File: config.mk
export PLATFORM = sky130hd
export DESIGN_NAME = phy_mgmt_regs
export DESIGN_NICKNAME = d
export VERILOG_FILES = /design/src/rtl/phy_mgmt_pkg.sv /design/src/rtl/phy_link_tracker.sv /design/src/rtl/phy_ctrl_bank.sv /design/src/rtl/phy_read_port.sv /design/src/rtl/phy_mgmt_regs.sv
export SDC_FILE = /design/constraint.sdc
export NUM_CORES = 1
export LEC_CHECK = 0
export BUFFER_PORTS_ARGS = -buffer_cell sky130_fd_sc_hd__buf_4
export CAP_MARGIN = 20
export CORE_AREA = 2 2 78 80
export DETAILED_ROUTE_END_ITERATION = 10
export DIE_AREA = 0 0 80 82
export PLACE_DENSITY = 0.71
export REMOVE_ABC_BUFFERS = 1
export SETUP_SLACK_MARGIN = 0.5
export SLEW_MARGIN = 15
export SYNTH_ARGS = -nofsm -noshare
export SYNTH_HDL_FRONTEND = slang
export SYNTH_HIERARCHICAL = 1
export SYNTH_SLANG_ARGS = --single-unit
File: constraint.sdc
create_clock -name clk -period 2.2 [get_ports clk]
set_input_delay 0.33 -clock clk [delete_from_list [all_inputs] [get_ports clk]]
set_output_delay 0.33 -clock clk [all_outputs]
set_load 0.02 [all_outputs]
File: src/rtl/phy_mgmt_pkg.sv
package phy_mgmt_pkg;

    localparam int DATA_W = 16;
    localparam int IDX_W  = 5;
    localparam int PHY_W  = 5;

    typedef logic [DATA_W-1:0] word_t;
    typedef logic [IDX_W-1:0]  idx_t;

    // register indices (standard management layout)
    localparam idx_t IDX_CTRL    = idx_t'(0);
    localparam idx_t IDX_STAT    = idx_t'(1);
    localparam idx_t IDX_ID_HI   = idx_t'(2);
    localparam idx_t IDX_ID_LO   = idx_t'(3);
    localparam idx_t IDX_ADV     = idx_t'(4);
    localparam idx_t IDX_PARTNER = idx_t'(5);

    // control bits
    localparam int CTRL_SOFT_RST = 15;
    localparam int CTRL_SPD100   = 13;
    localparam int CTRL_AN_EN    = 12;
    localparam int CTRL_FDX      = 8;

    // status bits
    localparam int STAT_T100_FDX = 14;
    localparam int STAT_T100_HDX = 13;
    localparam int STAT_T10_FDX  = 12;
    localparam int STAT_T10_HDX  = 11;
    localparam int STAT_PRE_SUP  = 6;
    localparam int STAT_AN_DONE  = 5;
    localparam int STAT_AN_ABLE  = 3;
    localparam int STAT_LINK     = 2;

    // ability bits (advertisement / partner)
    localparam int ABL_T100_FDX = 8;
    localparam int ABL_T100     = 7;
    localparam int ABL_T10_FDX  = 6;
    localparam int ABL_T10      = 5;
    localparam int ABL_SEL_CSMA = 0;

    localparam word_t ONE = word_t'(1);

    localparam word_t CTRL_INIT = (ONE << CTRL_SPD100) | (ONE << CTRL_AN_EN)
                                | (ONE << CTRL_FDX);
    localparam word_t STAT_FIXED = (ONE << STAT_T100_FDX) | (ONE << STAT_T100_HDX)
                                 | (ONE << STAT_T10_FDX)  | (ONE << STAT_T10_HDX)
                                 | (ONE << STAT_PRE_SUP)  | (ONE << STAT_AN_ABLE);
    localparam word_t STAT_LINK_SET = (ONE << STAT_LINK) | (ONE << STAT_AN_DONE);
    localparam word_t ADV_INIT = (ONE << ABL_T100_FDX) | (ONE << ABL_T100)
                               | (ONE << ABL_T10_FDX)  | (ONE << ABL_T10)
                               | (ONE << ABL_SEL_CSMA);
    localparam word_t PARTNER_DOWN = ONE << ABL_T100;
    localparam word_t PARTNER_UP_ADD = (ONE << ABL_T100_FDX) | (ONE << ABL_T10_FDX)
                                     | (ONE << ABL_T10)      | (ONE << ABL_SEL_CSMA);

    typedef enum logic {LNK_DOWN, LNK_UP} link_state_e;
    typedef enum logic {ACC_IDLE, ACC_RESP} acc_state_e;

endpackage

File: src/rtl/phy_link_tracker.sv
module phy_link_tracker
    import phy_mgmt_pkg::*;
(
    input  logic  clk,
    input  logic  rst_n,
    input  logic  link_up,
    input  logic  soft_rst,
    output word_t stat_word,
    output word_t partner_q
);

    link_state_e state_q, state_nx;

    // state register
    always_ff @(posedge clk) begin
        if (!rst_n) state_q <= LNK_DOWN;
        else        state_q <= state_nx;
    end

    // transitions; soft reset reloads from the live level, which the
    // ordinary transitions already do
    always_comb begin
        state_nx = state_q;
        unique case (state_q)
            LNK_DOWN: if (link_up)  state_nx = LNK_UP;
            LNK_UP:   if (!link_up) state_nx = LNK_DOWN;
        endcase
    end

    // partner word, updated on entry to each state
    always_ff @(posedge clk) begin
        if (!rst_n) begin
            partner_q <= PARTNER_DOWN;
        end else if (soft_rst) begin
            partner_q <= link_up ? (PARTNER_DOWN | PARTNER_UP_ADD) : PARTNER_DOWN;
        end else if (state_q == LNK_DOWN && state_nx == LNK_UP) begin
            partner_q <= partner_q | PARTNER_UP_ADD;
        end else if (state_q == LNK_UP && state_nx == LNK_DOWN) begin
            partner_q <= PARTNER_DOWN;
        end
    end

    // outputs
    always_comb begin
        stat_word = STAT_FIXED;
        unique case (state_q)
            LNK_DOWN: stat_word = STAT_FIXED;
            LNK_UP:   stat_word = STAT_FIXED | STAT_LINK_SET;
        endcase
    end

endmodule

File: src/rtl/phy_ctrl_bank.sv
module phy_ctrl_bank
    import phy_mgmt_pkg::*;
(
    input  logic  clk,
    input  logic  rst_n,
    input  logic  wr_hit,
    input  idx_t  wr_idx,
    input  word_t wr_data,
    output logic  soft_rst,
    output word_t ctrl_q,
    output word_t adv_q
);

    logic ctrl_sel, adv_sel;

    always_comb begin
        ctrl_sel = wr_hit && (wr_idx == IDX_CTRL);
        adv_sel  = wr_hit && (wr_idx == IDX_ADV);
        soft_rst = ctrl_sel && wr_data[CTRL_SOFT_RST];
    end

    always_ff @(posedge clk) begin
        if (!rst_n || soft_rst) begin
            ctrl_q <= CTRL_INIT;
            adv_q  <= ADV_INIT;
        end else begin
            if (ctrl_sel) ctrl_q <= wr_data;
            if (adv_sel)  adv_q  <= wr_data;
        end
    end

endmodule

File: src/rtl/phy_read_port.sv
module phy_read_port
    import phy_mgmt_pkg::*;
#(
    parameter word_t ID_HI = 16'h0143,
    parameter word_t ID_LO = 16'hBC70
) (
    input  logic  clk,
    input  logic  rst_n,
    input  logic  rd_req,
    input  logic  rd_hit,
    input  idx_t  rd_idx,
    input  word_t ctrl_q,
    input  word_t stat_word,
    input  word_t adv_q,
    input  word_t partner_q,
    output word_t rd_data,
    output logic  rd_valid
);

    acc_state_e state_q, state_nx;
    word_t      sel_word;

    always_ff @(posedge clk) begin
        if (!rst_n) state_q <= ACC_IDLE;
        else        state_q <= state_nx;
    end

    always_comb begin
        state_nx = state_q;
        unique case (state_q)
            ACC_IDLE: if (rd_req)  state_nx = ACC_RESP;
            ACC_RESP: if (!rd_req) state_nx = ACC_IDLE;
        endcase
    end

    // index decode; expansion, vendor and undefined slots read zero
    always_comb begin
        sel_word = '0;
        if (!rd_hit) begin
            sel_word = '1;
        end else begin
            unique case (rd_idx)
                IDX_CTRL:    sel_word = ctrl_q;
                IDX_STAT:    sel_word = stat_word;
                IDX_ID_HI:   sel_word = ID_HI;
                IDX_ID_LO:   sel_word = ID_LO;
                IDX_ADV:     sel_word = adv_q;
                IDX_PARTNER: sel_word = partner_q;
                default:     sel_word = '0;
            endcase
        end
    end

    always_ff @(posedge clk) begin
        if (!rst_n)      rd_data <= '0;
        else if (rd_req) rd_data <= sel_word;
    end

    always_comb rd_valid = (state_q == ACC_RESP);

endmodule

File: src/rtl/phy_mgmt_regs.sv
module phy_mgmt_regs
    import phy_mgmt_pkg::*;
#(
    parameter logic [PHY_W-1:0] PHY_ADDR = 5'd1,
    parameter word_t ID_HI = 16'h0143,
    parameter word_t ID_LO = 16'hBC70
) (
    input  logic              clk,
    input  logic              rst_n,
    input  logic              link_up,
    input  logic              mgmt_rd,
    input  logic              mgmt_wr,
    input  logic [PHY_W-1:0]  mgmt_phy,
    input  logic [IDX_W-1:0]  mgmt_idx,
    input  logic [DATA_W-1:0] mgmt_wdata,
    output logic [DATA_W-1:0] mgmt_rdata,
    output logic              mgmt_rvalid
);

    logic  addr_match, soft_rst;
    word_t ctrl_q, adv_q, stat_word, partner_q;

    always_comb addr_match = (mgmt_phy == PHY_ADDR);

    phy_ctrl_bank u_bank (
        .clk      (clk),
        .rst_n    (rst_n),
        .wr_hit   (mgmt_wr && addr_match),
        .wr_idx   (mgmt_idx),
        .wr_data  (mgmt_wdata),
        .soft_rst (soft_rst),
        .ctrl_q   (ctrl_q),
        .adv_q    (adv_q)
    );

    phy_link_tracker u_link (
        .clk       (clk),
        .rst_n     (rst_n),
        .link_up   (link_up),
        .soft_rst  (soft_rst),
        .stat_word (stat_word),
        .partner_q (partner_q)
    );

    phy_read_port #(.ID_HI(ID_HI), .ID_LO(ID_LO)) u_rd (
        .clk       (clk),
        .rst_n     (rst_n),
        .rd_req    (mgmt_rd),
        .rd_hit    (addr_match),
        .rd_idx    (mgmt_idx),
        .ctrl_q    (ctrl_q),
        .stat_word (stat_word),
        .adv_q     (adv_q),
        .partner_q (partner_q),
        .rd_data   (mgmt_rdata),
        .rd_valid  (mgmt_rvalid)
    );

endmodule

* Word-level counts from Yosys, hierarchy flattened
Index checks and enable logic that the tools add are counted.
Operators by class: reductions and logical operators 12, bitwise logic cells 2, mux-type cells 9, equality and inequality tests 7
Operators by type and width (count):
- 16-bit one-hot mux with 6 select lines | 1
- 16-bit 2-to-1 mux | 4
- 16-bit one-hot mux with 2 select lines | 1
- 5-bit by 1-bit equality test with 1-bit output (second input constant) | 2
- 5-bit by 2-bit equality test with 1-bit output (second input constant) | 2
- 5-bit by 3-bit equality test with 1-bit output (second input constant) | 2
- 9-bit 2-to-1 mux | 1
- 1-bit logical AND | 6
- 5-bit logical NOT | 1
- 3-bit nonzero test | 1
- 1-bit 2-to-1 mux | 2
- 2-bit inequality test (second input constant) | 1
- 1-bit inverter | 2
- 2-bit AND reduction | 1
- 2-bit nonzero test | 1
- 1-bit logical NOT | 1
- 1-bit logical OR | 1
Storage, ports and cells: register bits after elaboration 66, input port bits 31, output and inout port bits 17

* Longest topological paths before layout
Gate-level depths: netlist of the first run.
depth in word-level cells 6, depth in mapped cells 7

* Modules after synthesis
The synthesis of the first run kept the hierarchy.
By module, submodules not included:
- phy_ctrl_bank | times used 1, cells an instance 153, area an instance 1332.5 µm²
- phy_read_port | times used 1, cells an instance 130, area an instance 1062.3 µm²
- phy_link_tracker | times used 1, cells an instance 43, area an instance 344.1 µm²
- phy_mgmt_regs | times used 1, cells an instance 4, area an instance 31.3 µm²

* Least setup slack after synthesis of the first run
OpenSTA, ideal clock, no wires.
path kind input to register, from input mgmt_phy[1], to register u_link.partner_q[6], slack 0.220 ns, stages on the path 7, data required time 2.077 ns, setup time 0.123 ns, arrival 1.857 ns, buffers on the path 1, cell sequence nand2b_1 -> nor4_2 -> or4b_4 -> buf_6 -> nor3_1 -> o21ba_2 -> o32ai_1
Between the ends: word-level cells in the longest chain between the ends 5
RTL lines:
- from (decl) | line phy_mgmt_regs.sv:13 | input logic [PHY_W-1:0] mgmt_phy,
- 5-bit by 1-bit equality test with 1-bit output * | line phy_mgmt_regs.sv:23 | always_comb addr_match = (mgmt_phy == PHY_ADDR);
- 1-bit logical AND * | line phy_mgmt_regs.sv:28 | .wr_hit (mgmt_wr && addr_match),
- 1-bit logical AND * | line phy_ctrl_bank.sv:17 | ctrl_sel = wr_hit && (wr_idx == IDX_CTRL);
- 1-bit logical AND * | line phy_ctrl_bank.sv:19 | soft_rst = ctrl_sel && wr_data[CTRL_SOFT_RST];
- net soft_rst | line phy_mgmt_regs.sv:20 | logic addr_match, soft_rst;
- 3-bit nonzero test (no line) / 16-bit 2-to-1 mux (equally long branches)
- to (signal assigned) | line phy_link_tracker.sv:35 | partner_q <= link_up ? (PARTNER_DOWN | PARTNER_UP_ADD) : PARTNER_DOWN;
- to (signal assigned) | line phy_link_tracker.sv:37 | partner_q <= partner_q | PARTNER_UP_ADD;
- to (decl) | line phy_link_tracker.sv:9 | output word_t partner_q
The timed path passes the listed nets; every way through them passes the cells marked *. A chain may end at the register's enable or synchronous reset.

* Worst setup path in the final report of the first run
Ends and elaborated chain as after synthesis.

==> results.json, run 1 <==
{
  "start_util_pct": 48.2,
  "ant_nets": 0,
  "dieArea_um2": 6560,
  "cp_max_fo": 5,
  "max_freq_mhz": 586,
  "slowest_delay_ns": 0.57,
  "worstReg2RegStart": "u_link/state_q",
  "antenna_found_initial": 0,
  "clkLatencyLatePin_ns": 0.31,
  "synthArstFlopShare_pct": 0,
  "n_fill_cell": 562,
  "grt_max_degree": 26,
  "coreArea_um2": 5750,
  "ys_seq_area_share_pct": 37.6,
  "powerDensity_nw_per_um2": 570,
  "status": "finished, final reports clean",
  "hpwl_mm": 4.83,
  "wirelength_mm": 7.55,
  "critPathLaunch": "mgmt_phy[1]",
  "r2r_end": "u_rd/rd_data[2]",
  "slew_headroom_pct": 52.5,
  "cts.sinks": 52,
  "cts.htree.levels": 2,
  "critPathArrivalTime_ns": 1.93,
  "antenna_cells": 0,
  "detail_route.wl_per_cell_um": 17.0,
  "yosys.area.top_type": "dfxtp_1",
  "hp-class": "primary input to flop",
  "rsz0062_at_grt": "yes",
  "dieHeight_um": 82,
  "vias": 2561,
  "grt_pass1_vias": 2452,
  "cts_buffer_depth": 2,
  "cp-start-kind": "primary input",
  "tritoncts": "done",
  "seqCellArea_um2": 1040,
  "whs_ns": 0.266,
  "hold_violations": 0,
  "synthTopCellsByArea": "dfxtp_1 (38%), buf_4 (8.1%), a21oi_1 (7.9%), o21ai_0 (7.6%), nand3_1 (3.8%)",
  "clk_pin_slew_ns": 0.09,
  "rows": 28,
  "synth_cells": 330,
  "tightest_slew_ns": 0.712,
  "crit_path_end": "u_link/partner_q[6]",
  "syn_avg_cell_area_um2": 8.39,
  "worstPathCellList": "buf_4 > nand2b_4 > nor4_4 > or4b_4 > nor3_2 > nor2b_1 > o32ai_1",
  "slowest_stage": "or4b_4",
  "cts-root-buf": "clkbuf_8",
  "synth_area_um2": 2770,
  "ys_warn_count": 6,
  "synth_top_area_share_pct": 37.6,
  "synth-main-ff-cell": "dfxtp_1",
  "drt-initial-drc-count": 255,
  "synth-edff-count": 0,
  "synthToLayoutAreaGrowth_pct": 16.0,
  "drive_gt1_share_pct": 23.8,
  "ys_ff_latch": 52,
  "vias_per_cell": 5.77,
  "cts_buffers": 5,
  "track_usage_pct": 24.2,
  "skew_ns": 0.00439,
  "fin_crit_ns": 1.71,
  "finalMaxSlewViolations": 0,
  "numPortBuffers": 47,
  "totalPowerFinal_uw": 1830,
  "ios": 48,
  "drc": 0,
  "first_pass_iters": 5,
  "critPathCaptureType": "flop",
  "grt_overflow": 0,
  "grt_pass1_wl_mm": 12.2,
  "finalNetCount": 399,
  "setup_viol_count_final": 0,
  "fin_crit_sh_pct": 77.6,
  "p_leak_uw": 0.00123,
  "fin_tns_setup_ns": 0,
  "dpl_cell_area_um2": 3050,
  "reg2reg_depth": 3,
  "hold_depth": 3,
  "worstSetupPathType": "primary input to flop",
  "ys_top_cells_by_count": "dfxtp_1 (52), a21oi_1 (44), o21ai_0 (42), buf_4 (30), nand3_1 (21)",
  "yosysUniqueCellTypes": 38,
  "fp.dieW_um": 80,
  "vdd_ir_drop_max_mv": 0.263,
  "gp_congestion": 0.843,
  "multi_input_area_um2": 1470,
  "rrSetupSlack_ns": 0.98,
  "postLayoutCellArea_um2": 3210,
  "yosysMostFrequentCell": "dfxtp_1",
  "drv_cap": 0,
  "crit_required_ns": 2.42
}
repair_timing:
item | CTS | global route
setup endpoints to repair | 5 | 32
cloned | 0 | 1
hold buffers | 0 | 0
gates resized for setup | 3 | 10
buffers inserted | 0 | 1
pin swaps | 0 | 0
through the flow:
stage	worst slack [ns]	cells	util, %
global placement	0.186	434	53.1
CTS	0.494	442	54.9
floorplan	0.116	298	-
detailed placement	0.126	434	53.1
finish	0.492	444	55.9
global route	0.417	444	55.9
critical path: cells and delay by family:
kind | cells | cell delay, ns
simple gates | 5 | 1.25
buf+inv | 1 | 0.11
compound gates | 1 | 0.24
power by group:
| group | leakage, µW | switching, µW | internal, µW |
|---|---|---|---|
| Clock | 0.0000455 | 309 | 257 |
| Sequential | 0.000425 | 14.6 | 966 |
| Combinational | 0.000764 | 167 | 116 |
| Total | 0.00123 | 491 | 1340 |
how the worst min path moves through the flow:
stage / to / from / slack (ns)
floorplan: u_link/partner_q[7] / u_link/partner_q[7] / 0.41
global placement: u_bank/ctrl_q[15] / u_bank/ctrl_q[15] / 0.42
detailed placement: u_bank/ctrl_q[15] / u_bank/ctrl_q[15] / 0.43
CTS: u_bank/adv_q[6] / mgmt_wdata[6] / 0.27
global route: u_bank/adv_q[0] / mgmt_wdata[0] / 0.26
finish: u_bank/adv_q[7] / mgmt_wdata[7] / 0.27
per-layer routing:
metal  vias up  GRT usage, %  part of all wire, %
li1       1226             -                    -
met1      1228          31.3                   43
met2        97          41.6                   49
met3        10          4.29                  6.7
met4         0          6.61                 0.98
met5         -             0                    0
sequential cells by signal, indices dropped and copies added, names as in the netlist:
signal            flops
u_link/partner_q      2
u_rd/rd_valid         1
u_link/state_q        1
u_bank/ctrl_q        16
u_rd/rd_data         16
u_bank/adv_q         16
layout make-up:
type / instances / share of cell area [%]
sequential: 52 / 32.4
tap: 75 / 2.92
multi-input combinational: 242 / 45.7
timing repair buffer: 63 / 15.7
clock buffer: 8 / 2.80
inverter: 4 / 0.467
cell usage in the layout, fill, tap and decap left out, types with 3 or more instances in the layout:
| master | netlist | final |
|---|---|---|
| conb_1 | 2 | 25 |
| o21ai_1 | 7 | 9 |
| o21ai_0 | 42 | 40 |
| mux2_2 | 7 | 7 |
| clkbuf_8 | 0 | 6 |
| nand3_1 | 21 | 21 |
| nor2_1 | 11 | 11 |
| buf_4 | 30 | 59 |
| a221oi_1 | 7 | 7 |
| dfxtp_1 | 52 | 52 |
| a31oi_1 | 9 | 9 |
| mux2i_1 | 9 | 9 |
| nor2b_1 | 3 | 3 |
| inv_1 | 4 | 4 |
| nand2_1 | 17 | 17 |
| a21oi_1 | 44 | 44 |
| nor4_1 | 4 | 3 |
| nand4_1 | 12 | 12 |
kinds of logic (layout without fill, tap and decap cells):
logic type / after synthesis / in the layout / share of synthesized area (%)
other cells: 2 / 25 / 0.271
buf+inv: 59 / 75 / 13.8
flops: 52 / 52 / 37.6
simple gates: 85 / 85 / 18.5
compound gates: 116 / 116 / 23.8
mux: 16 / 16 / 6.10
Power figures use the tool's default switching activity.
==> inputs of run 2 (changes only) <==
==> constraint.sdc (replaced) <==
create_clock -name clk -period 1.7 [get_ports clk]
set_input_delay 0.255 -clock clk [delete_from_list [all_inputs] [get_ports clk]]
set_output_delay 0.255 -clock clk [all_outputs]
set_load 0.02 [all_outputs]
==> run 2 against run 1 <==
Net effect:
- die area is the same
- wire length rose by 15%
- design area grew 13%
- final cell count increased by 4.3%
- non-clock buffer count increased by 19
- critical endpoint is now u_bank/adv_q[2]
- largest power group unchanged
==> results.json, run 2 (same netlist as run 1, synthesis figures left out) <==
{
  "clkPwrFrac_pct": 40.4,
  "fin_crit_sh_pct": 97.8,
  "vias_per_cell": 5.87,
  "critPathArrivalTime_ns": 1.87,
  "drc": 0,
  "dieArea_um2": 6560,
  "clk_pin_slew_ns": 0.09,
  "antenna_cells": 0,
  "swShare_pct": 23.8,
  "setup_viol_count_final": 0,
  "reg2reg_depth": 3,
  "grt_pass1_wl_mm": 13.5,
  "switchingPower_uw": 676,
  "intPower_uw": 2170,
  "whs_ns": 0.195,
  "rsz0062_at_grt": "yes",
  "finalMaxSlewViolations": 0,
  "cp-start-kind": "primary input",
  "post-route-util_pct": 63.2,
  "cp_max_fo": 6,
  "powerDensity_nw_per_um2": 784,
  "cts.htree.levels": 2,
  "status": "finished, final reports clean",
  "cts_hold_buf": 0,
  "top_regs": "u_bank/adv_q x16, u_bank/ctrl_q x16, u_rd/rd_data x16",
  "crit_required_ns": 1.91,
  "grt_pass1_vias": 2681,
  "ios": 48,
  "tritoncts": "done",
  "rows": 28,
  "dieHeight_um": 82,
  "comb_power_share_pct": 15.0,
  "ant_nets": 0,
  "hold_violations": 0,
  "max_freq_mhz": 601,
  "finalNetCount": 418,
  "p_seq_share_pct": 44.6,
  "skew_ns": 0.00727,
  "p_leak_uw": 0.00143,
  "drv_cap": 0,
  "first_pass_iters": 5,
  "drive_gt1_share_pct": 33.5,
  "slew_headroom_pct": 60.6,
  "critPathCaptureType": "flop",
  "cts_buffers": 5,
  "grt_max_degree": 34,
  "synthToLayoutAreaGrowth_pct": 31.1,
  "coreArea_um2": 5750,
  "drt-initial-drc-count": 293,
  "track_usage_pct": 27.0,
  "tightest_slew_ns": 0.588,
  "cts.sinks": 52,
  "grt_overflow": 0,
  "hold_depth": 3,
  "final_common_cell": "buf_4",
  "gp_congestion": 0.845,
  "cts_buffer_depth": 2,
  "hpwl_mm": 5.19,
  "mostFrequentLayoutCells": "buf_4 (69), dfxtp_1 (52), a21oi_1 (32)",
  "wirelength_mm": 8.67,
  "fp.dieW_um": 80,
  "vdd_ir_drop_max_mv": 0.414,
  "numPortBuffers": 47,
  "start_util_pct": 48.2,
  "fin_crit_ns": 1.66,
  "place_ws_ns": -0.381,
  "antenna_found_initial": 0,
  "cts-root-buf": "clkbuf_8",
  "detail_route.wl_per_cell_um": 18.7,
  "fin_ws_ns": 0.0374,
  "vias": 2716,
  "hp-class": "primary input to flop",
  "clkLatencyLatePin_ns": 0.32,
  "worstSetupPathType": "primary input to flop",
  "fin_tns_setup_ns": 0
}
==> run 2: cell types whose count changed in the layout (fill, tap and decap cells not counted), moves of 2 or more <==
cell,change
buf_4,+10
o21ai_2,+4
o21ai_4,+3
bufinv_16,+3
o21ai_0,-10
a21oi_2,+12
buf_16,+2
a21oi_1,-12
clkbuf_1,-2
buf_6,+3
o21ai_1,+3
==> run 2: worst paths after layout <==
path / from / endpoint / slack [ns]
hold reg to reg: u_bank/adv_q[3] / u_rd/rd_data[3] / 0.46
hold / removal: mgmt_wdata[0] / u_bank/adv_q[0] / 0.20
setup reg to reg: u_link/partner_q[7] / u_rd/rd_data[7] / 0.51
setup / recovery: mgmt_phy[1] / u_bank/adv_q[2] / 0.04
==> run 2: critical path, cell delays in order <==
cell	delay [ns]
buf_6	0.09
nand2b_4	0.14
nor4_4	0.22
or4b_4	0.59
o31ai_4	0.22
buf_6	0.17
buf_12	0.13
a21oi_1	0.05
==> run 2: power groups by stage <==
stage	Clock, µW	Combinational [µW]	Sequential [µW]
2_1_floorplan	0	114	1330
3_3_place_gp	0	372	1300
3_5_place_dp	0	379	1300
4_1_cts	1160	410	1270
5_1_grt	1210	452	1270
6_report	1150	427	1270
==> run 2: layer usage <==
metal	GRT usage [%]	wire length, µm	share of wire (%)	up-vias
met5	0	0	0	-
met3	5.82	688	7.9	21
met1	32.6	3460	40	1276
li1	-	-	-	1264
met2	45.8	4330	50	155
met4	13.2	191	2.2	0
==> run 2: final cells by class <==
| class | instances | area [µm²] |
|---|---|---|
| fillers | 485 | 2110 |
| well taps | 75 | 93.8 |
| clock buffers | 5 | 68.8 |
| repair buffers | 82 | 742 |
| multi-input cells | 242 | 1580 |
| clock inverters | 3 | 90.1 |
| flip-flops and latches | 52 | 1040 |
| inverters | 4 | 15.0 |
==> run 2: metrics by stage <==
stage	area (µm²)	cells	total power [µW]
2_1_floorplan	2490	298	1440
3_3_place_gp	3180	449	1670
3_5_place_dp	3180	449	1680
4_1_cts	3560	463	2840
5_1_grt	3630	463	2940
6_report	3630	463	2850
==> run 2: what timing repair did <==
| action | CTS | global route |
|---|---|---|
| cloned | 4 | 0 |
| setup endpoints to repair | 48 | 49 |
| resized for setup | 32 | 22 |
| pin swaps | 6 | 3 |
| setup buffers | 2 | 0 |
==> inputs of run 3 (changes only) <==
--- a/config.mk
+++ b/config.mk
@@ -11,6 +11,7 @@
 export DETAILED_ROUTE_END_ITERATION = 10
 export DIE_AREA = 0 0 80 82
 export PLACE_DENSITY = 0.71
+export RECOVER_POWER = 25
 export REMOVE_ABC_BUFFERS = 1
 export SETUP_SLACK_MARGIN = 0.5
 export SLEW_MARGIN = 15
==> run 3 against run 2 <==
Net effect:
- count of clock-buffer cells in the layout did not move
- hold slack hardly changed
- register-to-register slack better by 0.04 ns
- global-route usage unchanged
- non-clock buffer count stayed put
- power fell by 0.82%
- design area shrank 1.4%
- core utilization decreased by 0.91 points
- largest power group unchanged
- fmax is 0.10% higher
- combinational power decreased by 4.7%
==> results.json, run 3 (same netlist as run 1, synthesis figures left out) <==
{
  "wirelength_mm": 8.61,
  "detail_route.wl_per_cell_um": 18.6,
  "first_pass_iters": 5,
  "drt-initial-drc-count": 274,
  "fin_ws_ns": 0.0391,
  "top_regs": "u_bank/adv_q x16, u_bank/ctrl_q x16, u_rd/rd_data x16",
  "start_util_pct": 48.2,
  "cp-start-kind": "primary input",
  "setup_viol_count_final": 0,
  "fin_crit_sh_pct": 97.7,
  "cp_max_fo": 6,
  "post-route-util_pct": 62.3,
  "p_leak_uw": 0.00137,
  "synthToLayoutAreaGrowth_pct": 29.2,
  "finalMaxSlewViolations": 0,
  "grt_overflow": 0,
  "cts_buffer_depth": 2,
  "worstSetupPathType": "primary input to flop",
  "vdd_ir_drop_max_mv": 0.414,
  "skew_ns": 0.00635,
  "max_freq_mhz": 602,
  "rows": 28,
  "vias_per_cell": 5.86,
  "slowest_delay_ns": 0.59,
  "ant_nets": 0,
  "drive_gt1_share_pct": 29.9,
  "cp_common_cell": "buf_6",
  "fp.dieW_um": 80,
  "final_common_cell": "buf_4",
  "multi_input_area_um2": 1580,
  "coreArea_um2": 5750,
  "dieHeight_um": 82,
  "rrSetupSlack_ns": 0.55,
  "clk_pin_slew_ns": 0.09,
  "drc": 0,
  "numPortBuffers": 47,
  "hold_violations": 0,
  "cts.htree.levels": 2,
  "cts.sinks": 52,
  "vias": 2711,
  "slew_headroom_pct": 46.9,
  "critPathCaptureType": "flop",
  "worstPathCellList": "buf_6 > nand2b_4 > nor4_4 > or4b_4 > o31ai_4 > buf_6 > buf_12 > a21oi_1",
  "hpwl_mm": 5.19,
  "finalNetCount": 418,
  "cts-root-buf": "clkbuf_8",
  "clkLatencyLatePin_ns": 0.31,
  "slowest_stage": "or4b_4",
  "crit_required_ns": 1.90,
  "antenna_found_initial": 0,
  "ios": 48,
  "track_usage_pct": 27.0,
  "seqCellArea_um2": 1040,
  "place_ws_ns": -0.381,
  "rsz0062_at_grt": "yes",
  "grt_pass1_wl_mm": 13.5,
  "grt_pass1_vias": 2681,
  "hp-class": "primary input to flop",
  "fin_crit_ns": 1.66,
  "antenna_cells": 0,
  "powerDensity_nw_per_um2": 789,
  "cts_buffers": 5,
  "n_fill_cell": 501,
  "mostFrequentLayoutCells": "buf_4 (55), dfxtp_1 (52), a21oi_1 (32)",
  "cts_hold_buf": 0,
  "gp_congestion": 0.845,
  "dieArea_um2": 6560,
  "critPathArrivalTime_ns": 1.86,
  "tightest_slew_ns": 0.796,
  "drv_cap": 0,
  "status": "finished, final reports clean",
  "grt_max_degree": 34,
  "tritoncts": "done"
}
-- run 3: routing by layer --
metal | global-route usage [%] | vias to the layer above | part of all wire, %
li1 | - | 1261 | -
met1 | 32.6 | 1292 | 41
met2 | 45.8 | 137 | 50
met3 | 5.82 | 21 | 7.0
met4 | 13.2 | 0 | 2.1
met5 | 0 | - | 0
-- run 3: final timing paths --
check,startpoint,endpoint,cells after the start
max,mgmt_phy[1],u_bank/adv_q[2],8
min,mgmt_wdata[0],u_bank/adv_q[0],3
max reg2reg,u_link/partner_q[7],u_rd/rd_data[7],3
min reg2reg,u_bank/adv_q[3],u_rd/rd_data[3],2
-- run 3: timing repair --
item / CTS / global route
pin swaps: 6 / 3
setup endpoints to repair: 48 / 49
setup buffers: 2 / 0
resized for setup: 32 / 22
gates cloned: 4 / 0
-- run 3: stage by stage --
stage	power (µW)	setup TNS, ns	std cells	cell area (µm²)	hold slack, ns
after floorplan	1440	-7.03	298	2490	0.335
after global routing	2920	-0.0412	463	3580	0.203
after global placement	1670	-7.19	449	3180	0.420
after detailed placement	1680	-8.47	449	3180	0.431
final	2820	0	463	3580	0.195
after CTS	2840	0	463	3560	0.189
-- run 3: layout make-up --
cell class                 instances  share of cell area, %
multi-input combinational        242                   44.2
clock buffer                       5                   1.92
clock inverter                     3                   2.52
sequential                        52                   29.1
timing repair buffer              82                   19.3
tap                               75                   2.62
inverter                           4                  0.420
-- run 3: report_power, final --
group	internal, µW	total [µW]	switching (µW)	leakage [µW]
Clock	735	1150	412	0.0000784
Sequential	1250	1270	19.3	0.000425
Combinational	166	407	241	0.000868
-- run 3: worst max-delay path, delay by kind of cell --
family | cells | cell delay (ns)
AOI/OAI and AO/OA | 2 | 0.27
and+or+nand+nor | 3 | 0.95
buffers and inverters | 3 | 0.38
